<file path="src/rtl/rts_pkg.sv">
package rts_pkg;
  // Default sizing shared by the selector and its bench.
  localparam int DEF_CODE_W = 4;
  localparam int DEF_LFSR_W = 16;
  // Seed used on reset and whenever a zero seed is loaded.
  localparam logic [DEF_LFSR_W-1:0] DEF_FALLBACK_SEED = 16'hACE1;
  localparam logic [DEF_LFSR_W-1:0] DEF_LFSR_TAPS = 16'hB400;
endpackage

</file>
<file path="src/rtl/rts_lfsr.sv">
module rts_lfsr #(
  parameter int W = 16,
  parameter logic [W-1:0] TAPS = 16'hB400,
  parameter logic [W-1:0] FALLBACK = 16'hACE1
) (
  input  logic         clk,
  input  logic         rst,
  input  logic         load_i,
  input  logic [W-1:0] seed_i,
  output logic [W-1:0] state_o
);
  logic [W-1:0] state_q;
  logic [W-1:0] step;

  // Galois form, shifting right.
  always_comb begin
    step = state_q >> 1;
    if (state_q[0]) step = step ^ TAPS;
  end

  always_ff @(posedge clk) begin
    if (rst)         state_q <= FALLBACK;
    else if (load_i) state_q <= (seed_i == '0) ? FALLBACK : seed_i;
    else             state_q <= step;
  end

  assign state_o = state_q;

  // A zero state would freeze the shuffle.
  assert_lfsr_live_R9: assert property (@(posedge clk) disable iff (rst)
    state_q != '0);
endmodule

</file>
<file path="src/rtl/rts_offset_gen.sv">
module rts_offset_gen #(
  parameter int CODE_W = 4,
  parameter int LFSR_W = 16,
  localparam int N = (1 << CODE_W) - 1
) (
  input  logic              clk,
  input  logic              rst,
  input  logic              dem_en_i,
  input  logic              clr_i,
  input  logic [LFSR_W-1:0] rand_i,
  output logic [CODE_W-1:0] offset_o
);
  logic [CODE_W-1:0] raw;
  logic [CODE_W-1:0] folded;
  logic [CODE_W-1:0] offset_q;

  // Fold the single out-of-range value back into 0..N-1.
  assign raw    = rand_i[CODE_W-1:0];
  assign folded = (raw >= CODE_W'(N)) ? raw - CODE_W'(N) : raw;

  always_ff @(posedge clk) begin
    if (rst || clr_i || !dem_en_i) offset_q <= '0;
    else                           offset_q <= folded;
  end

  assign offset_o = offset_q;

  assert_offset_range_R5: assert property (@(posedge clk) disable iff (rst)
    offset_q < CODE_W'(N));
  assert_offset_idle_R3: assert property (@(posedge clk) disable iff (rst)
    !dem_en_i |=> offset_q == '0);
endmodule

</file>
<file path="src/rtl/rts_rotate_map.sv">
module rts_rotate_map #(
  parameter int CODE_W = 4,
  localparam int N = (1 << CODE_W) - 1
) (
  input  logic [CODE_W-1:0] code_i,
  input  logic [CODE_W-1:0] offset_i,
  output logic [N-1:0]      units_o
);
  // Cell i takes thermometer position (i - offset) mod N.
  for (genvar i = 0; i < N; i++) begin : g_cell
    always_comb begin
      int src;
      if (i >= int'(offset_i)) src = i - int'(offset_i);
      else                     src = i + N - int'(offset_i);
      units_o[i] = (src < int'(code_i));
    end
  end
endmodule

</file>
<file path="src/rtl/rts_unit_selector.sv">
module rts_unit_selector #(
  parameter int CODE_W = rts_pkg::DEF_CODE_W,
  parameter int LFSR_W = rts_pkg::DEF_LFSR_W,
  parameter logic [LFSR_W-1:0] LFSR_TAPS = rts_pkg::DEF_LFSR_TAPS,
  parameter logic [LFSR_W-1:0] FALLBACK_SEED = rts_pkg::DEF_FALLBACK_SEED,
  localparam int N = (1 << CODE_W) - 1
) (
  input  logic              clk,
  input  logic              rst,
  input  logic              dem_en,
  input  logic              seed_load,
  input  logic [LFSR_W-1:0] seed,
  input  logic              in_valid,
  output logic              in_ready,
  input  logic [CODE_W-1:0] in_code,
  output logic              out_valid,
  input  logic              out_ready,
  output logic [N-1:0]      units
);
  logic [LFSR_W-1:0] rand_w;
  logic [CODE_W-1:0] offset_w;
  logic [N-1:0]      map_w;
  logic [N-1:0]      units_q;
  logic [CODE_W-1:0] code_q;
  logic              valid_q;
  logic              take;

  rts_lfsr #(.W(LFSR_W), .TAPS(LFSR_TAPS), .FALLBACK(FALLBACK_SEED)) lfsr_i (
    .clk(clk), .rst(rst), .load_i(seed_load), .seed_i(seed), .state_o(rand_w));

  rts_offset_gen #(.CODE_W(CODE_W), .LFSR_W(LFSR_W)) offs_i (
    .clk(clk), .rst(rst), .dem_en_i(dem_en), .clr_i(seed_load),
    .rand_i(rand_w), .offset_o(offset_w));

  rts_rotate_map #(.CODE_W(CODE_W)) map_i (
    .code_i(in_code), .offset_i(offset_w), .units_o(map_w));

  assign in_ready = !valid_q || out_ready;
  assign take     = in_valid && in_ready;

  always_ff @(posedge clk) begin
    if (rst) begin
      valid_q <= 1'b0;
      units_q <= '0;
      code_q  <= '0;
    end else if (in_ready) begin
      valid_q <= in_valid;
      if (take) begin
        units_q <= map_w;
        code_q  <= in_code;
      end
    end
  end

  assign out_valid = valid_q;
  assign units     = units_q;

  assert_count_R2: assert property (@(posedge clk) disable iff (rst)
    valid_q |-> $countones(units_q) == int'(code_q));
  assert_empty_R4: assert property (@(posedge clk) disable iff (rst)
    (valid_q && code_q == '0) |-> units_q == '0);
  assert_full_R4: assert property (@(posedge clk) disable iff (rst)
    (valid_q && code_q == CODE_W'(N)) |-> units_q == '1);
  assert_hold_R8: assert property (@(posedge clk) disable iff (rst)
    (valid_q && !out_ready) |=> (valid_q && $stable(units_q)));
  assert_latency_R8: assert property (@(posedge clk) disable iff (rst)
    take |=> (valid_q && code_q == $past(in_code)));
endmodule

</file>
<file path="config.mk">
export PLATFORM = sky130hd
export DESIGN_NAME = rts_unit_selector
export DESIGN_NICKNAME = d
export VERILOG_FILES = /design/src/rtl/rts_pkg.sv /design/src/rtl/rts_lfsr.sv /design/src/rtl/rts_offset_gen.sv /design/src/rtl/rts_rotate_map.sv /design/src/rtl/rts_unit_selector.sv
export SDC_FILE = /design/constraint.sdc
export NUM_CORES = 1
export LEC_CHECK = 0
export BUFFER_PORTS_ARGS = -buffer_cell sky130_fd_sc_hd__buf_2
export CAP_MARGIN = 0
export CORE_AREA = 2 2 90 92
export CTS_BUF_LIST = sky130_fd_sc_hd__clkbuf_16
export DETAILED_ROUTE_END_ITERATION = 6
export DIE_AREA = 0 0 92 94
export PLACE_DENSITY = 0.73
export REMOVE_ABC_BUFFERS = 1
export SETUP_SLACK_MARGIN = 0.5
export SYNTH_ARGS = -nofsm -noshare
export SYNTH_HDL_FRONTEND = slang
export SYNTH_HIERARCHICAL = 1
export SYNTH_SLANG_ARGS = --single-unit
export TNS_END_PERCENT = 1
</file>
<file path="constraint.sdc">
create_clock -name clk -period 4.8 [get_ports clk]
set_input_delay 0.48 -clock clk [delete_from_list [all_inputs] [get_ports clk]]
set_output_delay 0.48 -clock clk [all_outputs]
set_load 0.01 [all_outputs]
</file>
==> results of run 1 <==
registers in the layout (all words and copies together), names as in the netlist:
name / cells
out_valid: 1
offs_i/offset_o: 4
lfsr_i/state_o: 16
units: 15
synth_stat cells, drive strengths merged, types with 8 or more instances:
cell type	count
a21bo	15
a21oi	49
a31oi	9
buf	22
clkbuf	8
dfxtp	36
ha	65
inv	17
mux2	10
mux2i	18
nand2	34
nand3	21
nor2	38
nor3	8
o21a	8
o21ai	37
o22a	9
xnor2	13
stage by stage:
step                      power, mW  hold slack, ps  cell area [sq um]  instances
after floorplan               0.497             413               3910        470
after global routing          0.940             443               4410        625
final                         0.892             443               4410        625
after detailed placement      0.576             431               4270        617
after CTS                     0.899             438               4410        625
after global placement        0.568             423               4270        617
power by group through the flow:
stage	sequential, mW	combinational (mW)	clock [mW]
final	0.334	0.238	0.319
after global routing	0.337	0.265	0.338
after CTS	0.334	0.237	0.327
after detailed placement	0.340	0.236	0
after global placement	0.340	0.228	0
after floorplan	0.346	0.151	0
worst min path at each step:
stage | start | to | slack, ps | cells past startpoint
6_report | seed[7] | lfsr_i/state_o[7] | 440 | 2
5_1_grt | seed[7] | lfsr_i/state_o[7] | 440 | 2
4_1_cts | seed[7] | lfsr_i/state_o[7] | 440 | 2
3_5_place_dp | lfsr_i/state_o[6] | lfsr_i/state_o[5] | 430 | 1
3_3_place_gp | lfsr_i/state_o[7] | lfsr_i/state_o[6] | 420 | 1
2_1_floorplan | lfsr_i/state_o[12] | lfsr_i/state_o[11] | 410 | 1
layout make-up:
type	count	area, sq um
fillers	702	3200
multi-input cells	417	3120
flip-flops and latches	36	721
repair buffers	45	233
well taps	102	128
clock buffers	5	125
inverters	17	63.8
clock inverters	3	18.8
placed cells by master, fill, tap and decap left out, types with 4 or more instances in the layout:
cell	netlist	layout
a211oi_1	4	4
a21bo_1	13	13
a21o_1	7	7
a21oi_1	38	38
a21oi_2	11	11
a221oi_1	4	4
a31oi_1	9	9
buf_2	17	42
clkbuf_16	0	5
dfxtp_1	36	36
ha_1	65	65
inv_1	15	15
mux2_2	10	10
mux2i_1	18	18
nand2_1	34	34
nand2b_1	5	5
nand3_1	21	21
nor2_1	38	38
nor2b_1	7	7
nor3_1	8	8
nor4_1	4	4
o211ai_1	4	4
o21a_1	8	8
o21ai_0	35	35
o22a_1	9	9
xnor2_1	13	13
xor2_1	6	6
cell families (layout without fill, tap and decap cells):
kind of cell,count (synthesis),after routing,share of synthesized area
AOI/OAI and AO/OA,169,169,0.287
xor gates and xnor gates,19,19,0.0408
adders and majority gates,65,65,0.200
buffers and inverters,47,70,0.0571
DFF,36,36,0.177
muxes,28,28,0.0718
and+or+nand+nor,136,136,0.166
metal layers:
layer | vias up | wire length (microns) | global-route usage
met4 | 0 | 268 | 0.0958
met3 | 21 | 451 | 0.0297
met2 | 91 | 5250 | 0.430
met5 | - | 0 | 0
li1 | 1876 | - | -
met1 | 1824 | 4790 | 0.331
worst register-to-register path: stages (launching register included):
cell and delay, ps:
dfxtp_1 810, inv_1 380, ha_1 310, inv_1 50
ha_1 190, a21boi_1 370, nor2b_1 90, o21a_1 170
a221oi_1 220, ha_1 290, a221oi_1 290, a21oi_1 100
o32ai_1 230, nand3_1 100, a21oi_1 140
==> results.py, run 1 <==
metrics = {
    "setup_path": {
        "cp-start-kind": "flop",
        "worst-path-stages": 14,
        "cp.buffers_inverters": 2,
        "crit_required_ps": 5010,
        "end_kind": "flop",
        "r2r_start": "offs_i/offset_o[1]",
        "critPathCapture": "units[10]",
        "path_cells": "inv_1 -> ha_1 -> inv_1 -> ha_1 -> a21boi_1 -> nor2b_1 -> o21a_1 -> a221oi_1 -> ha_1 -> a221oi_1 -> a21oi_1 -> o32ai_1 -> nand3_1 -> a21oi_1",
        "path_class": "flop to flop",
        "critPathArrivalTime_ps": 4020,
        "rr_worst_depth": 14,
        "cp_slowest_stage_delay_ps": 810,
        "crit_fanout": 20,
        "rr_endpoint": "units[10]",
        "crit_path_frequent_cell": "ha_1",
        "crit_start": "offs_i/offset_o[1]",
        "slowest_stage": "dfxtp_1",
        "crit_family": "compound AO/OA/AOI/OAI gates",
        "r2r_slack_ps": 990,
    },
    "cts": {
        "clk_pin_slew_worst_paths_ps": 60,
        "cts_hold_buffers": 0,
        "worstSkewPairLatency_ps": 280,
        "cts_buffers": 5,
        "cts_tree": "built",
        "cts_root_buf": "clkbuf_16",
        "clock_path_buffers": 2,
        "cts_resized": 0,
        "cts_setup_buffers": 0,
        "cts-htree-levels": 2,
        "cts.sink_count": 36,
    },
    "timing": {
        "slew_viol_final": 0,
        "slew_headroom": 0.491,
        "clock_skew_ps": 3.73,
        "setup_viol_count_final": 0,
        "setup_slack_ps": 992,
        "fin_crit_sh": 0.793,
        "min_period_ps": 3810,
        "rsz0062_at_grt": "false",
        "tns_ps": 0,
        "fmax_mhz": 263,
        "worstMarginPinSlew_ps": 762,
        "hold_violations": 0,
    },
    "logic_synthesis": {
        "yosys_most_used_dff": "dfxtp_1",
        "ys_warn_count": 6,
        "synth_area_leaders": "ha_1, dfxtp_1, a21oi_1, mux2i_1, o21ai_0",
        "syn_inst": 500,
        "synth_edf_count": 0,
        "syn-cell-area_sq_mm": 0.00408,
        "ys_seq_area_frac": 0.177,
        "synthDominantCellAreaShare": 0.200,
        "yosysTopAreaCell": "ha_1",
        "synth.ff_latch_count": 36,
        "syn_avg_cell_area_sq_um": 8.15,
        "synth_cell_type_count": 57,
        "synthArstFlopShare": 0,
    },
    "global_route": {
        "antenna_found_initial": 0,
        "grt-ovfl-total": 0,
        "track_usage": 0.253,
        "grt_pass1_vias": 3643,
        "grt_pass1_wl_microns": 17700,
        "grt_max_degree": 33,
    },
    "power": {
        "switchingPower_mw": 0.276,
        "ir_drop_mv": 0.183,
        "p_int_mw": 0.616,
        "p_leak_nw": 1.96,
        "p_per_area_mw_per_mm2": 202,
        "power_frac_seq": 0.375,
        "p_sw_frac": 0.310,
        "p_clk_frac": 0.358,
        "combPwrFrac": 0.267,
    },
    "finish": {
        "antenna_cells": 0,
        "area_growth_pct": 8.23,
        "drive_above_1_share": 0.161,
        "final_nets": 613,
        "fin_util": 0.580,
    },
    "placement": {
        "place_ws_ps": 1090,
        "io_buffers": 42,
        "place.gp.congestion": 0.955,
        "dpl.hpwl_microns": 7650,
    },
    "floorplanning": {
        "dieWidth_microns": 92,
        "die_y_microns": 94,
        "dieArea_sq_mm": 0.00865,
        "initial_utilization": 0.536,
        "ioPinCount": 43,
        "rows": 32,
        "core_area_sq_mm": 0.00761,
    },
    "drt": {
        "wl_per_cell_microns": 17.2,
        "vias_per_cell": 6.10,
        "vias": 3812,
        "wirelength_microns": 10800,
        "drc": 0,
        "drtPass1Iterations": 4,
        "ant_nets": 0,
        "drtIter0Drc": 215,
    },
    "outcome": {
        "status": "completed",
    },
    "job": {
        "max_cap_violations": 0,
    },
    "hold_path": {
        "hold_class": "input pin to flop",
    },
}
Power figures use the tool's default switching activity.
==> run 2, diff against run 1 <==
--- a/config.mk
+++ b/config.mk
@@ -5,6 +5,7 @@
 export SDC_FILE = /design/constraint.sdc
 export NUM_CORES = 1
 export LEC_CHECK = 0
+export ABC_AREA = 1
 export BUFFER_PORTS_ARGS = -buffer_cell sky130_fd_sc_hd__buf_2
 export CAP_MARGIN = 0
 export CORE_AREA = 2 2 90 92
==> constraint.sdc (replaced) <==
create_clock -name clk -period 3.8 [get_ports clk]
set_input_delay 0.38 -clock clk [delete_from_list [all_inputs] [get_ports clk]]
set_output_delay 0.38 -clock clk [all_outputs]
set_load 0.01 [all_outputs]
==> run 2 against run 1 <==
Sequential cell count unchanged. Die area unchanged. Via count up 8.6%. Non-clock buffer count grew 2. Critical path depth up 2. Count of clock-buffer cells in the layout did not move. Worst setup slack lost 170 ps. Sequential power up 28%. Utilization down 0.23 points. Global-route usage increased by 0.24 points.
==> results.py, run 2 <==
metrics = {
    "logic_synthesis": {
        "synthDominantCellAreaShare": 0.201,
        "synthArstFlopShare": 0,
        "ys_warn_count": 6,
        "synth.ff_latch_count": 36,
        "synth_cell_type_count": 34,
        "synthTopCellsByCount": "nand2_1, inv_1, ha_1, nor2_1, o21ai_0",
        "ys_seq_area_frac": 0.178,
        "syn_avg_cell_area_sq_um": 6.35,
        "syn_inst": 636,
        "synth_area_leaders": "ha_1, dfxtp_1, nand2_1, o21ai_0, inv_1",
        "syn-cell-area_sq_mm": 0.00404,
        "yosys_most_used_dff": "dfxtp_1",
        "yosysTopAreaCell": "ha_1",
        "synth_edf_count": 0,
        "yosysMostFrequentCell": "nand2_1",
    },
    "drt": {
        "wirelength_microns": 10500,
        "wl_per_cell_microns": 13.5,
        "dr_wl_met2_microns": 5120,
        "met1_length_microns": 4480,
        "drtIter0Drc": 161,
        "drc": 0,
        "ant_nets": 0,
        "routed.top_layer": "met4",
        "drtPass1Iterations": 5,
        "vias_per_cell": 5.35,
        "wl_met3_microns": 440,
        "vias": 4140,
    },
    "timing": {
        "worstMarginPinSlew_ps": 700,
        "rsz0062_at_grt": "false",
        "setup_viol_count_final": 0,
        "fin_crit_sh": 0.783,
        "clock_skew_ps": 3.68,
        "slew_viol_final": 0,
        "fmax_mhz": 336,
        "min_period_ps": 2980,
        "hold_violations": 0,
        "tns_ps": 0,
        "slew_headroom": 0.532,
    },
    "setup_path": {
        "critPathArrivalTime_ps": 3190,
        "r2r_start": "offs_i/offset_o[1]",
        "crit_fanout": 15,
        "r2r_slack_ps": 820,
        "cp-start-kind": "flop",
        "crit_start": "offs_i/offset_o[1]",
        "crit_required_ps": 4020,
        "end_kind": "flop",
        "crit_path_frequent_cell": "inv_1",
        "rr_endpoint": "units[13]",
        "path_cells": "inv_1 -> ha_1 -> inv_1 -> o21ai_0 -> xor2_1 -> inv_1 -> nor2_1 -> a21oi_1 -> ha_1 -> a211oi_1 -> o21ai_1 -> nand2_1 -> inv_1 -> nand3_1 -> nand2_1 -> nor2_1",
        "path_class": "flop to flop",
        "slowest_stage": "dfxtp_2",
        "rr_worst_depth": 16,
        "cp_slowest_stage_delay_ps": 390,
        "critPathCapture": "units[13]",
    },
    "global_route": {
        "grt_pass1_wl_microns": 18000,
        "grt_max_degree": 33,
        "track_usage": 0.256,
        "grt_pass1_vias": 4045,
        "grt-ovfl-total": 0,
        "antenna_found_initial": 0,
    },
    "cts": {
        "cts-htree-levels": 2,
        "clock_path_buffers": 2,
        "cts_root_buf": "clkbuf_16",
        "cts.sink_count": 36,
        "cts_buffers": 5,
        "cts_hold_buffers": 0,
        "worstSkewPairLatency_ps": 280,
        "clk_pin_slew_worst_paths_ps": 50,
        "cts_tree": "built",
    },
    "power": {
        "p_leak_nw": 2.39,
        "p_per_area_mw_per_mm2": 260,
        "ir_drop_mv": 0.175,
        "power_mw": 1.14,
    },
    "finish": {
        "multi_input_area_sq_mm": 0.00284,
        "antenna_cells": 0,
        "largest_register_ffs": 16,
        "mostFrequentLayoutCell": "nand2_1",
        "mostFrequentLayoutCells": "nand2_1, inv_1, ha_1, nor2_1, o21ai_0",
        "final_nets": 762,
        "area_growth_pct": 8.77,
        "seq_area_sq_um": 723,
        "drive_above_1_share": 0.122,
        "fillers": 781,
    },
    "placement": {
        "place.gp.congestion": 0.926,
        "io_buffers": 42,
        "dpl.hpwl_microns": 7910,
    },
    "floorplanning": {
        "dieWidth_microns": 92,
        "ioPinCount": 43,
        "rows": 32,
        "initial_utilization": 0.531,
        "dieArea_sq_mm": 0.00865,
        "die_y_microns": 94,
        "core_area_sq_mm": 0.00761,
    },
    "outcome": {
        "status": "completed",
    },
    "job": {
        "max_cap_violations": 0,
    },
    "hold_path": {
        "hold_class": "input pin to flop",
    },
}
run 2: cell types whose count changed after synthesis, sizes merged, moves of 8 or more:
cell	previous run	this run
xnor2	13	0
o21a	8	0
o21ai	37	72
mux2i	18	0
mux2	10	0
nand3	21	32
a21bo	15	0
a21oi	49	60
o22a	9	0
inv	17	81
nor2	38	65
nand2	34	180
run 2: metal layers:
| metal | up-vias | GRT usage |
|---|---|---|
| met1 | 1868 | 0.285 |
| met2 | 94 | 0.476 |
| met4 | 0 | 0.113 |
| li1 | 2147 | - |
| met3 | 31 | 0.0425 |
| met5 | - | 0 |
run 2: where the power goes:
part / switching [mW] / internal (mW)
sequential: 0.0197 / 0.407
clock: 0.154 / 0.238
combinational: 0.199 / 0.122
run 2: worst min path at each step:
stage | endpoint | from | depth (start not counted)
3_5_place_dp | lfsr_i/state_o[11] | lfsr_i/state_o[12] | 2
6_report | lfsr_i/state_o[8] | seed[8] | 3
4_1_cts | lfsr_i/state_o[8] | seed[8] | 3
2_1_floorplan | lfsr_i/state_o[11] | lfsr_i/state_o[12] | 2
3_3_place_gp | lfsr_i/state_o[7] | lfsr_i/state_o[8] | 2
5_1_grt | lfsr_i/state_o[1] | seed[1] | 3
run 2: critical path: cells and delay by family (launching register included):
kind	cells	cell delay, ps
adder cells (fa/ha/maj)	2	560
AO/OA/AOI/OAI	4	630
AND/OR/NAND/NOR	5	410
XOR/XNOR	1	330
buffers and inverters	4	600
flip-flops	1	390
run 2: kinds of logic after synthesis:
group | count (synthesis) | synth area share
adders and majority gates | 65 | 0.201
and+or+nand+nor | 282 | 0.289
DFF | 36 | 0.178
AOI/OAI and AO/OA | 146 | 0.199
buffers and inverters | 101 | 0.120
xor gates and xnor gates | 6 | 0.0130
run 2: through the flow:
step / util / hold slack, ps / instances / cell area, sq um / worst slack, ps
3_3_place_gp: 0.556 / 433 / 764 / 4230 / 774
5_1_grt: 0.577 / 352 / 774 / 4390 / 506
2_1_floorplan: - / 411 / 617 / 3870 / 1170
3_5_place_dp: 0.556 / 439 / 764 / 4230 / 667
6_report: 0.577 / 341 / 774 / 4390 / 823
4_1_cts: 0.575 / 340 / 772 / 4370 / 644
run 2: what timing repair did:
item	CTS	global route
setup buffers	0	2
endpoints found under the hold margin	0	0
gates resized for setup	0	3
endpoints found under the setup margin	0	6
run 2: layout make-up:
type	count	share of cell area
multi-input cells	499	0.645
flip-flops and latches	36	0.165
inverters	82	0.0726
repair buffers	47	0.0564
well taps	102	0.0291
clock buffers	5	0.0285
clock inverters	3	0.00342
==> run 3, diff against run 2 <==
==> constraint.sdc (replaced) <==
create_clock -name clk -period 2.9 [get_ports clk]
set_input_delay 0.29 -clock clk [delete_from_list [all_inputs] [get_ports clk]]
set_output_delay 0.29 -clock clk [all_outputs]
set_load 0.01 [all_outputs]
==> run 3 against run 2 <==
First-iteration DRC count is 91% higher. Worst hold slack worse by 93 ps. Global-route usage increased by 0.64 points.
==> results.py, run 3 (synthesis gave the netlist of run 2 again) <==
metrics = {
    "timing": {
        "tns_ps": 0,
        "fin_crit_sh": 0.838,
        "slew_viol_final": 0,
        "hold_violations": 0,
        "setup_slack_ps": 471,
        "rsz0062_at_grt": "true",
        "slew_headroom": 0.505,
        "worstMarginPinSlew_ps": 742,
        "min_period_ps": 2430,
        "clock_skew_ps": 8.21,
        "setup_viol_count_final": 0,
        "fmax_mhz": 412,
    },
    "global_route": {
        "grt-ovfl-total": 0,
        "grt_max_degree": 33,
        "antenna_found_initial": 0,
        "track_usage": 0.262,
        "grt_pass1_wl_microns": 18400,
        "grt_pass1_vias": 4009,
    },
    "setup_path": {
        "cp-start-kind": "flop",
        "r2r_start": "offs_i/offset_o[1]",
        "critPathCapture": "units[11]",
        "crit_required_ps": 3120,
        "end_kind": "flop",
        "rr_endpoint": "units[11]",
        "critPathArrivalTime_ps": 2650,
        "crit_start": "offs_i/offset_o[1]",
        "path_class": "flop to flop",
        "crit_fanout": 6,
        "r2r_slack_ps": 470,
        "rr_worst_depth": 15,
    },
    "placement": {
        "place_ws_ps": 234,
        "dpl_cell_area_sq_mm": 0.00431,
        "io_buffers": 42,
        "dpl.hpwl_microns": 7980,
        "place.gp.congestion": 0.932,
    },
    "floorplanning": {
        "rows": 32,
        "die_y_microns": 94,
        "dieArea_sq_mm": 0.00865,
        "ioPinCount": 43,
        "core_area_sq_mm": 0.00761,
        "dieWidth_microns": 92,
        "initial_utilization": 0.531,
    },
    "hold_path": {
        "hold_class": "input pin to flop",
    },
    "drt": {
        "ant_nets": 0,
        "drtPass1Iterations": 5,
        "drc": 0,
        "routed.top_layer": "met4",
        "met1_length_microns": 4880,
        "dr_wl_met2_microns": 5620,
        "drtIter0Drc": 308,
        "vias": 4341,
        "wl_per_cell_microns": 14.2,
        "wirelength_microns": 11400,
        "wl_met3_microns": 574,
        "vias_per_cell": 5.41,
    },
    "finish": {
        "fin_util": 0.636,
        "final_cell_area_sq_mm": 0.00484,
        "largest_register_ffs": 16,
        "mostFrequentLayoutCells": "nand2_1, inv_1, nor2_1, o21ai_0, ha_1",
        "antenna_cells": 0,
        "drive_above_1_share": 0.213,
        "final_nets": 791,
        "area_growth_pct": 19.8,
        "mostFrequentLayoutCell": "nand2_1",
        "fillers": 679,
    },
    "cts": {
        "clk_pin_slew_worst_paths_ps": 60,
        "cts_tree": "built",
        "cts.sink_count": 36,
        "worstSkewPairLatency_ps": 290,
        "clock_path_buffers": 2,
        "cts-htree-levels": 2,
        "cts_root_buf": "clkbuf_16",
        "cts_buffers": 5,
    },
    "power": {
        "p_per_area_mw_per_mm2": 322,
        "ir_drop_mv": 0.329,
        "power_mw": 1.56,
        "p_leak_nw": 2.54,
    },
    "outcome": {
        "status": "completed",
    },
    "job": {
        "max_cap_violations": 0,
    },
}
## run 3: metal layers
metal  up-vias  track usage
met2       144        0.459
met1      1970        0.325
met5         -            0
met3        28       0.0337
met4         0        0.108
li1       2199            -
## run 3: how the worst min path moves through the flow
stage,from,end,slack (ps),cells past startpoint
after floorplan,rst,lfsr_i/state_o[12],360,1
after global placement,lfsr_i/state_o[8],lfsr_i/state_o[7],430,2
after detailed placement,lfsr_i/state_o[8],lfsr_i/state_o[7],440,2
after CTS,seed[8],lfsr_i/state_o[8],250,3
after global routing,seed[4],lfsr_i/state_o[4],260,3
final,seed[4],lfsr_i/state_o[4],250,3
## run 3: area by class of cell
class                      instances  area [sq um]  area share
tap                              102           128      0.0264
multi-input combinational        499          3010       0.623
clock buffer                       5           125      0.0259
clock inverter                     3          18.8     0.00388
timing repair buffer              76           493       0.102
sequential                        36           728       0.151
inverter                          82           332      0.0685
## run 3: what timing repair did
item	in CTS	in global routing
pin swaps	2	22
endpoints found under the setup margin	14	15
buffers inserted	3	17
hold buffers	0	0
gates cloned	0	0
gates resized for setup	19	45
## run 3: worst max-delay path: stages, from the launching register on
cell and delay, ps:
dfxtp_2 360, buf_6 130, ha_2 220, nand2_1 60
nand2_1 110, xor2_2 200, buf_4 150, o21ai_0 90
ha_1 320, a21oi_1 120, o21ai_0 90, a31oi_1 240
inv_1 70, nand3_1 80, nand2_1 60, nor2_1 90
## run 3: metrics by stage
stage               cells  hold slack, ps
floorplan             617             359
global route          803             256
finish                803             248
global placement      775             432
CTS                   786             251
detailed placement    775             440
## run 3: where the power goes
group          total, mW  internal [mW]  switching (mW)
Sequential         0.555          0.533          0.0223
Combinational      0.463          0.184           0.280
Clock              0.538          0.317           0.221
